**src/rtl/spicmd_pkg.sv**
```systemverilog
package spicmd_pkg;
    typedef enum logic [1:0] {
        OP_NIB  = 2'b00,
        OP_SUB  = 2'b01,
        OP_GET  = 2'b10,
        OP_PUT  = 2'b11
    } op_e;

    typedef enum logic [1:0] {
        FS_IDLE   = 2'd0,
        FS_ACTIVE = 2'd1,
        FS_EXEC   = 2'd2,
        FS_LOAD   = 2'd3
    } fstate_e;

    localparam logic [3:0] SC_GET_TYPE = 4'h1;
    localparam logic [3:0] SC_GET_OFS  = 4'h2;
    localparam logic [3:0] SC_SET_OFS  = 4'h3;
    localparam logic [3:0] SC_SET_TYPE = 4'h4;
    localparam logic [3:0] SC_PTR_LO   = 4'h6;
    localparam logic [3:0] SC_PTR_HI   = 4'h7;
    localparam logic [3:0] SC_ST_INC   = 4'h8;
    localparam logic [3:0] SC_ST       = 4'h9;
    localparam logic [3:0] SC_LD       = 4'hA;
endpackage

```
**src/rtl/spicmd_sync.sv**
```systemverilog
module spicmd_sync #(
    parameter int          W       = 3,
    parameter logic [W-1:0] RST_VAL = '0
) (
    input  logic         clk,
    input  logic         rst_n,
    input  logic [W-1:0] d,
    output logic [W-1:0] q
);
    logic [W-1:0] meta;

    always_ff @(posedge clk or negedge rst_n) begin
        if (!rst_n) begin
            meta <= RST_VAL;
            q    <= RST_VAL;
        end else begin
            meta <= d;
            q    <= meta;
        end
    end
endmodule

```
**src/rtl/spicmd_frame.sv**
```systemverilog
module spicmd_frame import spicmd_pkg::*; (
    input  logic       clk,
    input  logic       rst_n,
    input  logic       sclk_s,
    input  logic       mosi_s,
    input  logic       ss_s,
    input  logic [7:0] miso_hold,
    output fstate_e    st,
    output logic       cmd_valid,
    output logic [7:0] cmd_byte,
    output logic       sample_en,
    output logic       miso
);
    fstate_e    st_nx;
    logic       sclk_d;
    logic [2:0] bit_cnt;
    logic [7:0] rx_sr;
    logic [7:0] tx_sr;
    logic       rise, fall;

    assign rise = sclk_s & ~sclk_d;
    assign fall = ~sclk_s & sclk_d;

    // state register
    always_ff @(posedge clk or negedge rst_n) begin
        if (!rst_n) st <= FS_IDLE;
        else        st <= st_nx;
    end

    always_comb begin
        st_nx = st;
        unique case (st)
            FS_IDLE:   if (!ss_s) st_nx = FS_ACTIVE;
            FS_ACTIVE: begin
                if (ss_s)                        st_nx = FS_IDLE;
                else if (rise && bit_cnt == 3'd7) st_nx = FS_EXEC;
            end
            FS_EXEC:   st_nx = FS_LOAD;
            FS_LOAD:   st_nx = ss_s ? FS_IDLE : FS_ACTIVE;
        endcase
    end

    // outputs and datapath
    always_ff @(posedge clk or negedge rst_n) begin
        if (!rst_n) begin
            sclk_d  <= 1'b0;
            bit_cnt <= '0;
            rx_sr   <= '0;
            tx_sr   <= '0;
        end else begin
            sclk_d <= sclk_s;
            unique case (st)
                FS_IDLE: begin
                    bit_cnt <= '0;
                    if (!ss_s) tx_sr <= miso_hold;
                end
                FS_ACTIVE: begin
                    if (!ss_s) begin
                        if (rise) begin
                            rx_sr   <= {rx_sr[6:0], mosi_s};
                            bit_cnt <= bit_cnt + 3'd1;
                        end else if (fall && bit_cnt != 3'd0) begin
                            tx_sr <= {tx_sr[6:0], 1'b0};
                        end
                    end
                end
                FS_EXEC: ;
                FS_LOAD: tx_sr <= miso_hold;
            endcase
        end
    end

    assign cmd_valid = (st == FS_EXEC);
    assign cmd_byte  = rx_sr;
    assign sample_en = (st == FS_IDLE) && ss_s;
    assign miso      = tx_sr[7];
endmodule

```
**src/rtl/spicmd_exec.sv**
```systemverilog
module spicmd_exec import spicmd_pkg::*; #(
    parameter int         N_DIG     = 4,
    parameter int         N_AB      = 8,
    parameter int         MEM_DEPTH = 64,
    parameter logic [7:0] TYPE_RST  = 8'h3C,
    parameter logic [7:0] OFS_RST   = 8'h00
) (
    input  logic                clk,
    input  logic                rst_n,
    input  logic                cmd_valid,
    input  logic [7:0]          cmd,
    input  logic                sample_en,
    input  logic [8*N_DIG-1:0]  din_pins,
    input  logic [8*N_AB-1:0]   ain_pins,
    output logic [8*N_DIG-1:0]  dout,
    output logic [8*N_AB-1:0]   aout,
    output logic [7:0]          miso_hold,
    output logic [7:0]          data_q,
    output logic [15:0]         ptr_q
);
    localparam int DIW = $clog2(N_DIG);
    localparam int AIW = $clog2(N_AB);
    localparam int MAW = $clog2(MEM_DEPTH);
    localparam logic [4:0] DLIM = 5'(N_DIG);
    localparam logic [4:0] ALIM = 5'(N_AB);

    logic [7:0] din_r  [N_DIG];
    logic [7:0] dout_r [N_DIG];
    logic [7:0] ain_r  [N_AB];
    logic [7:0] aout_r [N_AB];
    logic [7:0] mem    [MEM_DEPTH];
    logic [7:0] type_q, ofs_q;

    op_e            op;
    logic           is_ana, is_out, dig_ok, ana_ok;
    logic [3:0]     idx;
    logic [DIW-1:0] di;
    logic [AIW-1:0] ai;
    logic [MAW-1:0] ma;
    logic [7:0]     rd_val;

    assign op     = op_e'(cmd[7:6]);
    assign is_ana = cmd[5];
    assign is_out = cmd[4];
    assign idx    = cmd[3:0];
    assign di     = idx[DIW-1:0];
    assign ai     = idx[AIW-1:0];
    assign ma     = ptr_q[MAW-1:0];
    assign dig_ok = ({1'b0, idx} < DLIM);
    assign ana_ok = ({1'b0, idx} < ALIM);

    always_comb begin
        rd_val = 8'h00;
        if (!is_ana) begin
            if (dig_ok) rd_val = is_out ? dout_r[di] : din_r[di];
        end else begin
            if (ana_ok) rd_val = is_out ? aout_r[ai] : ain_r[ai];
        end
    end

    always_ff @(posedge clk or negedge rst_n) begin
        if (!rst_n) begin
            for (int i = 0; i < N_DIG; i++) begin
                din_r[i]  <= '0;
                dout_r[i] <= '0;
            end
            for (int i = 0; i < N_AB; i++) begin
                ain_r[i]  <= '0;
                aout_r[i] <= '0;
            end
            for (int i = 0; i < MEM_DEPTH; i++) mem[i] <= '0;
            miso_hold <= '0;
            data_q    <= '0;
            ptr_q     <= '0;
            type_q    <= TYPE_RST;
            ofs_q     <= OFS_RST;
        end else begin
            if (sample_en) begin
                for (int i = 0; i < N_DIG; i++) din_r[i] <= din_pins[8*i +: 8];
                for (int i = 0; i < N_AB; i++)  ain_r[i] <= ain_pins[8*i +: 8];
            end
            if (cmd_valid) begin
                unique case (op)
                    OP_NIB: if (!cmd[5]) begin
                        if (cmd[4]) data_q[3:0] <= cmd[3:0];
                        else        data_q[7:4] <= cmd[3:0];
                    end
                    OP_GET: miso_hold <= rd_val;
                    OP_PUT: begin
                        if (!is_ana) begin
                            if (dig_ok) begin
                                if (is_out) dout_r[di] <= data_q;
                                else        din_r[di]  <= data_q;
                            end
                        end else if (ana_ok) begin
                            if (is_out) aout_r[ai] <= data_q;
                            else        ain_r[ai]  <= data_q;
                        end
                    end
                    OP_SUB: if (cmd[5]) begin
                        case (cmd[3:0])
                            SC_GET_TYPE: miso_hold   <= type_q;
                            SC_GET_OFS:  miso_hold   <= ofs_q;
                            SC_SET_OFS:  ofs_q       <= data_q;
                            SC_SET_TYPE: type_q      <= data_q;
                            SC_PTR_LO:   ptr_q[7:0]  <= data_q;
                            SC_PTR_HI:   ptr_q[15:8] <= data_q;
                            SC_ST_INC: begin
                                mem[ma] <= data_q;
                                ptr_q   <= ptr_q + 16'd1;
                            end
                            SC_ST:       mem[ma]     <= data_q;
                            SC_LD:       miso_hold   <= mem[ma];
                            default: ;
                        endcase
                    end
                endcase
            end
        end
    end

    for (genvar g = 0; g < N_DIG; g++) begin : g_dout
        assign dout[8*g +: 8] = dout_r[g];
    end
    for (genvar g = 0; g < N_AB; g++) begin : g_aout
        assign aout[8*g +: 8] = aout_r[g];
    end
endmodule

```
**src/rtl/spi_cmd_slave.sv**
```systemverilog
module spi_cmd_slave import spicmd_pkg::*; #(
    parameter int         N_DIG     = 4,
    parameter int         N_AB      = 8,
    parameter int         MEM_DEPTH = 64,
    parameter logic [7:0] TYPE_RST  = 8'h3C,
    parameter logic [7:0] OFS_RST   = 8'h00
) (
    input  logic               clk,
    input  logic               rst_n,
    input  logic               sclk,
    input  logic               ss_n,
    input  logic               mosi,
    input  logic [8*N_DIG-1:0] din_pins,
    input  logic [8*N_AB-1:0]  ain_pins,
    output logic               miso,
    output logic [8*N_DIG-1:0] dout,
    output logic [8*N_AB-1:0]  aout
);
    logic       sclk_s, mosi_s, ss_s;
    fstate_e    st;
    logic       cmd_valid, sample_en;
    logic [7:0] cmd_byte, miso_hold, data_q;
    logic [15:0] ptr_q;

    spicmd_sync #(.W(3), .RST_VAL(3'b100)) u_sync (
        .clk   (clk),
        .rst_n (rst_n),
        .d     ({ss_n, sclk, mosi}),
        .q     ({ss_s, sclk_s, mosi_s})
    );

    spicmd_frame u_frame (
        .clk       (clk),
        .rst_n     (rst_n),
        .sclk_s    (sclk_s),
        .mosi_s    (mosi_s),
        .ss_s      (ss_s),
        .miso_hold (miso_hold),
        .st        (st),
        .cmd_valid (cmd_valid),
        .cmd_byte  (cmd_byte),
        .sample_en (sample_en),
        .miso      (miso)
    );

    spicmd_exec #(
        .N_DIG(N_DIG), .N_AB(N_AB), .MEM_DEPTH(MEM_DEPTH),
        .TYPE_RST(TYPE_RST), .OFS_RST(OFS_RST)
    ) u_exec (
        .clk       (clk),
        .rst_n     (rst_n),
        .cmd_valid (cmd_valid),
        .cmd       (cmd_byte),
        .sample_en (sample_en),
        .din_pins  (din_pins),
        .ain_pins  (ain_pins),
        .dout      (dout),
        .aout      (aout),
        .miso_hold (miso_hold),
        .data_q    (data_q),
        .ptr_q     (ptr_q)
    );
endmodule

```
**config.mk**
```make
export PLATFORM = sky130hd
export DESIGN_NAME = spi_cmd_slave
export DESIGN_NICKNAME = d
export VERILOG_FILES = /design/src/rtl/spicmd_pkg.sv /design/src/rtl/spicmd_sync.sv /design/src/rtl/spicmd_frame.sv /design/src/rtl/spicmd_exec.sv /design/src/rtl/spi_cmd_slave.sv
export SDC_FILE = /design/constraint.sdc
export NUM_CORES = 1
export LEC_CHECK = 0
export BUFFER_PORTS_ARGS = -buffer_cell sky130_fd_sc_hd__buf_2
export CAP_MARGIN = 20
export CORE_ASPECT_RATIO = 1.4
export CORE_MARGIN = 2
export CORE_UTILIZATION = 55
export CTS_BUF_LIST = sky130_fd_sc_hd__clkbuf_8
export DETAILED_ROUTE_END_ITERATION = 6
export HOLD_SLACK_MARGIN = 0.15
export PLACE_DENSITY = 0.73
export SLEW_MARGIN = 20
export SYNTH_ARGS = -nofsm -noshare
export SYNTH_HDL_FRONTEND = slang
export SYNTH_HIERARCHICAL = 1
export SYNTH_SLANG_ARGS = --single-unit
```
**constraint.sdc**
```tcl
create_clock -name clk -period 6 [get_ports clk]
set_input_delay 1.8 -clock clk [delete_from_list [all_inputs] [get_ports clk]]
set_output_delay 1.8 -clock clk [all_outputs]
set_load 0.1 [all_outputs]
```
### Word-level counts from Yosys, hierarchy flattened

Index checks and enable logic that the tools add are counted.

* output and inout port bits: 97
* logic and storage cells: 236
* bits in registers: 780
* bits of input ports: 101

* muxes and demuxes: 61
* reductions and logical operators: 29
* eq/ne operators: 24
* add/sub/neg operators: 2
* bitwise operators: 10
* order comparisons: 8

Operator list (number)
* $bwmux W512: 1
* $mux W64: 6
* $mux W32: 6
* $mux W8: 23
* $bwmux W64: 2
* $bwmux W32: 2
* $bmux W8 S3: 2
* $bmux W8 S6: 1
* $demux W8 S6: 1
* $pmux W8 S2: 3
* $pmux W8 S3: 2
* $bmux W8 S2: 2
* $reduce_and A4 Y1: 8
* $demux W8 S3: 1
* $add A16 B1 Y16 const B: 1
* $demux W8 S2: 1
* $reduce_and A5 Y1: 3
* $eq A4 B3 Y1 const B: 3
* $eq A4 B4 Y1 const B: 3
* $eq A2 B2 Y1 const B: 4
* $eq A4 B2 Y1 const B: 2
* $ne A2 B2 Y1 const B: 4
* $pmux W2 S4: 1
* $reduce_bool A2 Y1: 4
* other kinds (30): 48

### Longest topological paths before layout

* depth in word-level cells: 11
* gate-level depth with buffers: 10
* depth with buffers taken out: 8

### Hierarchy

The synthesis kept the hierarchy.

By module, submodules not included
* spicmd_exec: area an instance 35844.4 µm², cells each 2789, sequential area each 18823.1 µm², times used 1
* spicmd_frame: area an instance 1380.1 µm², cells each 136, sequential area each 550.5 µm², times used 1
* spicmd_sync: area an instance 152.6 µm², cells each 6, sequential area each 152.6 µm², times used 1

### Worst setup path after synthesis

Ideal clock, no wire load.

* kind: register to output
* from: register u_frame.tx_sr[7]
* to: output miso
* required time: 4.200 ns
* path slack: 3.276 ns
* cell stages (with the launch flop): 1
* data arrival time: 0.924 ns
* path buffers: 0
* path through: dfrtp_1

RTL lines
* start: declaration: line spicmd_frame.sv:18 `logic [7:0] tx_sr;`
* start signal: assignment: line spicmd_frame.sv:55 `if (!ss_s) tx_sr <= miso_hold;`
* start signal: assignment: line spicmd_frame.sv:63 `tx_sr <= {tx_sr[6:0], 1'b0};`
* start signal: assignment: line spicmd_frame.sv:68 `FS_LOAD: tx_sr <= miso_hold;`
* end: declaration: line spi_cmd_slave.sv:15 `output logic miso,`

No word-level cell between the ends.

==> qor.yml <==
outcome: "complete, but fails checks"
violations: "design-rule violations"
reg2reg_to: "u_exec/dout[27]"
fin_tns_setup_ns: 0
cts_max_path_buffers: 3
worst_pin_slew_ns: 1.14
clock_skew_ns: 0.0371
grt_first_pass_wirelength_mm: 156
vias: 24838
hold_class: "reg2reg"
finalWirelength_mm: 101
period_needed_ns: 3.54
core.rowCount: 112
vias_per_cell: 6.32
area_delta_synth_final_pct: 10.5
dp_hpwl_mm: 66.5
power_density_nw_per_um2: 263
grt_max_degree: 119
postCtsSetupRepairBufs: 0
fmax_mhz: 282
io_buffers: 197
cp.required_ns: 6.65
start_util_pct: 55.4
route.detailed.drc: 1
first_pass_iters: 7
hold_end: "u_sync/q[2]"
netlist_instances: 2857
grt_pass1_vias: 25894
fp.dieH_um: 310
grt_usage_pct: 29.5
hold_viol_final: 0
hold_depth: 0
start_kind: "flip-flop"
clkSlewWorstSetupHoldPaths_ns: 0.06
synth_warnings: 6
fp.dieW_um: 223
cts_resized: 0
rrSetupSlack_ns: 2.46
cts_tree: "yes"
setup_viol: 0
drive_above_1_share_pct: 39.0
final_core_util_pct: 61.2
layout.nets: 3092
drv_cap: 0
worstSetupPathType: "reg2reg"
grt_antenna_before_repair: 2
die-area_sq_um: 69000
overflow: 0
ant_nets: 0
clockRootBuffer: "clkbuf_8"
cts_hold_buf: 0
final-max-slew-violation-count: 0
ir_drop_mv: 0.171
gp_congestion: 0.926
slew_headroom_pct: 24.2
rsz0062_at_grt: "false"
io_pins: 198
worstPathArrival_ns: 4.19
n_fill_cell: 5186
rr_worst_depth: 6
wl_per_cell_um: 25.7
core-area_sq_um: 66400
worstHoldStart: "u_sync/meta[2]"
avgSynthCellArea_sq_um: 12.9
finalCritPeriodShare_pct: 59.0
cts_sinks: 770
numCtsBuffers: 114
netlist_area_sq_um: 36800
syn-num-nets: 2965
p_leak_nw: 19.1
drtIter0Drc: 1855
cts_max_level: 3
clk_latency_ns: 0.77
path_max_fanout: 22
p_total_w: 0.0107
endpoint_kind: "flip-flop"
==> layout by cell type (no fill, tap or decap), drive strengths merged, types with 74 or more instances in the layout <==
master    n
a21oi    93
a221oi   74
buf     245
clkbuf  137
dfrtp   764
mux2    648
mux2i   299
nand2   101
nor2    188
o21ai    95
o22ai    98
==> registers in the layout (all words and copies together) (netlist names), named ones only <==
register	cells
u_exec/mem	512
u_exec/ain_r	64
u_exec/aout	64
u_exec/din_r	32
u_exec/dout	32
u_exec/data_q	8
u_exec/miso_hold	8
u_exec/ofs_q	8
u_exec/type_q	8
u_frame/cmd_byte	8
u_frame/tx_sr	8
u_exec/ptr_q	6
u_frame/bit_cnt	3
u_sync/meta	3
u_sync/q	3
u_frame/sclk_d	1
u_frame/st	1
==> worst max-delay path by stage <==
stage          slack, ns               end  cells past startpoint
3_5_place_dp        2.48   u_exec/dout[27]                      6
3_3_place_gp        2.58   u_exec/dout[29]                      6
4_1_cts             2.47   u_exec/dout[27]                      6
6_report            2.46   u_exec/dout[27]                      6
2_1_floorplan       3.28              miso                      0
5_1_grt             2.21  u_exec/ain_r[23]                      6
==> routing by layer <==
| layer | GRT usage, % | part of all wire, % | vias to the layer above |
|---|---|---|---|
| met1 | 35.5 | 39 | 12855 |
| met5 | 0 | 0 | - |
| li1 | - | - | 10761 |
| met4 | 18.3 | 6.6 | 0 |
| met2 | 50.3 | 49 | 946 |
| met3 | 4.51 | 5.3 | 276 |
==> where the power goes <==
group	switching, W	internal (W)
sequential	0.000108	0.00532
combinational	0.000576	0.000378
clock	0.00203	0.00228
==> metrics by stage <==
step | cell area, sq um | hold slack (ns) | cells | setup WS, ns
after floorplan | 36800 | 0.331 | 2857 | 3.28
after global placement | 38300 | 0.348 | 3722 | 2.58
after detailed placement | 38300 | 0.349 | 3722 | 2.48
after CTS | 40700 | 0.358 | 3927 | 2.47
after global routing | 40700 | 0.359 | 3929 | 2.21
final | 40700 | 0.357 | 3930 | 2.46
==> worst max-delay path: stages (launching register included) <==
cell	delay, ns
dfrtp_1	0.82
nor2b_1	0.50
nor2b_1	0.41
nand2_1	0.13
nor3_1	0.61
nand3_1	0.52
mux2_2	0.43
==> layout make-up <==
cell class / count / area (sq um) / area share (%)
diodes: 2 / 5.00 / 0.0123
clock buffers: 137 / 1890 / 4.64
clock inverters: 68 / 450 / 1.11
inverters: 16 / 60.1 / 0.148
multi-input cells: 1837 / 16500 / 40.5
flip-flops and latches: 770 / 19300 / 47.4
well taps: 855 / 1070 / 2.63
repair buffers: 245 / 1440 / 3.55
No activity file was read; power rests on OpenSTA's default activity.
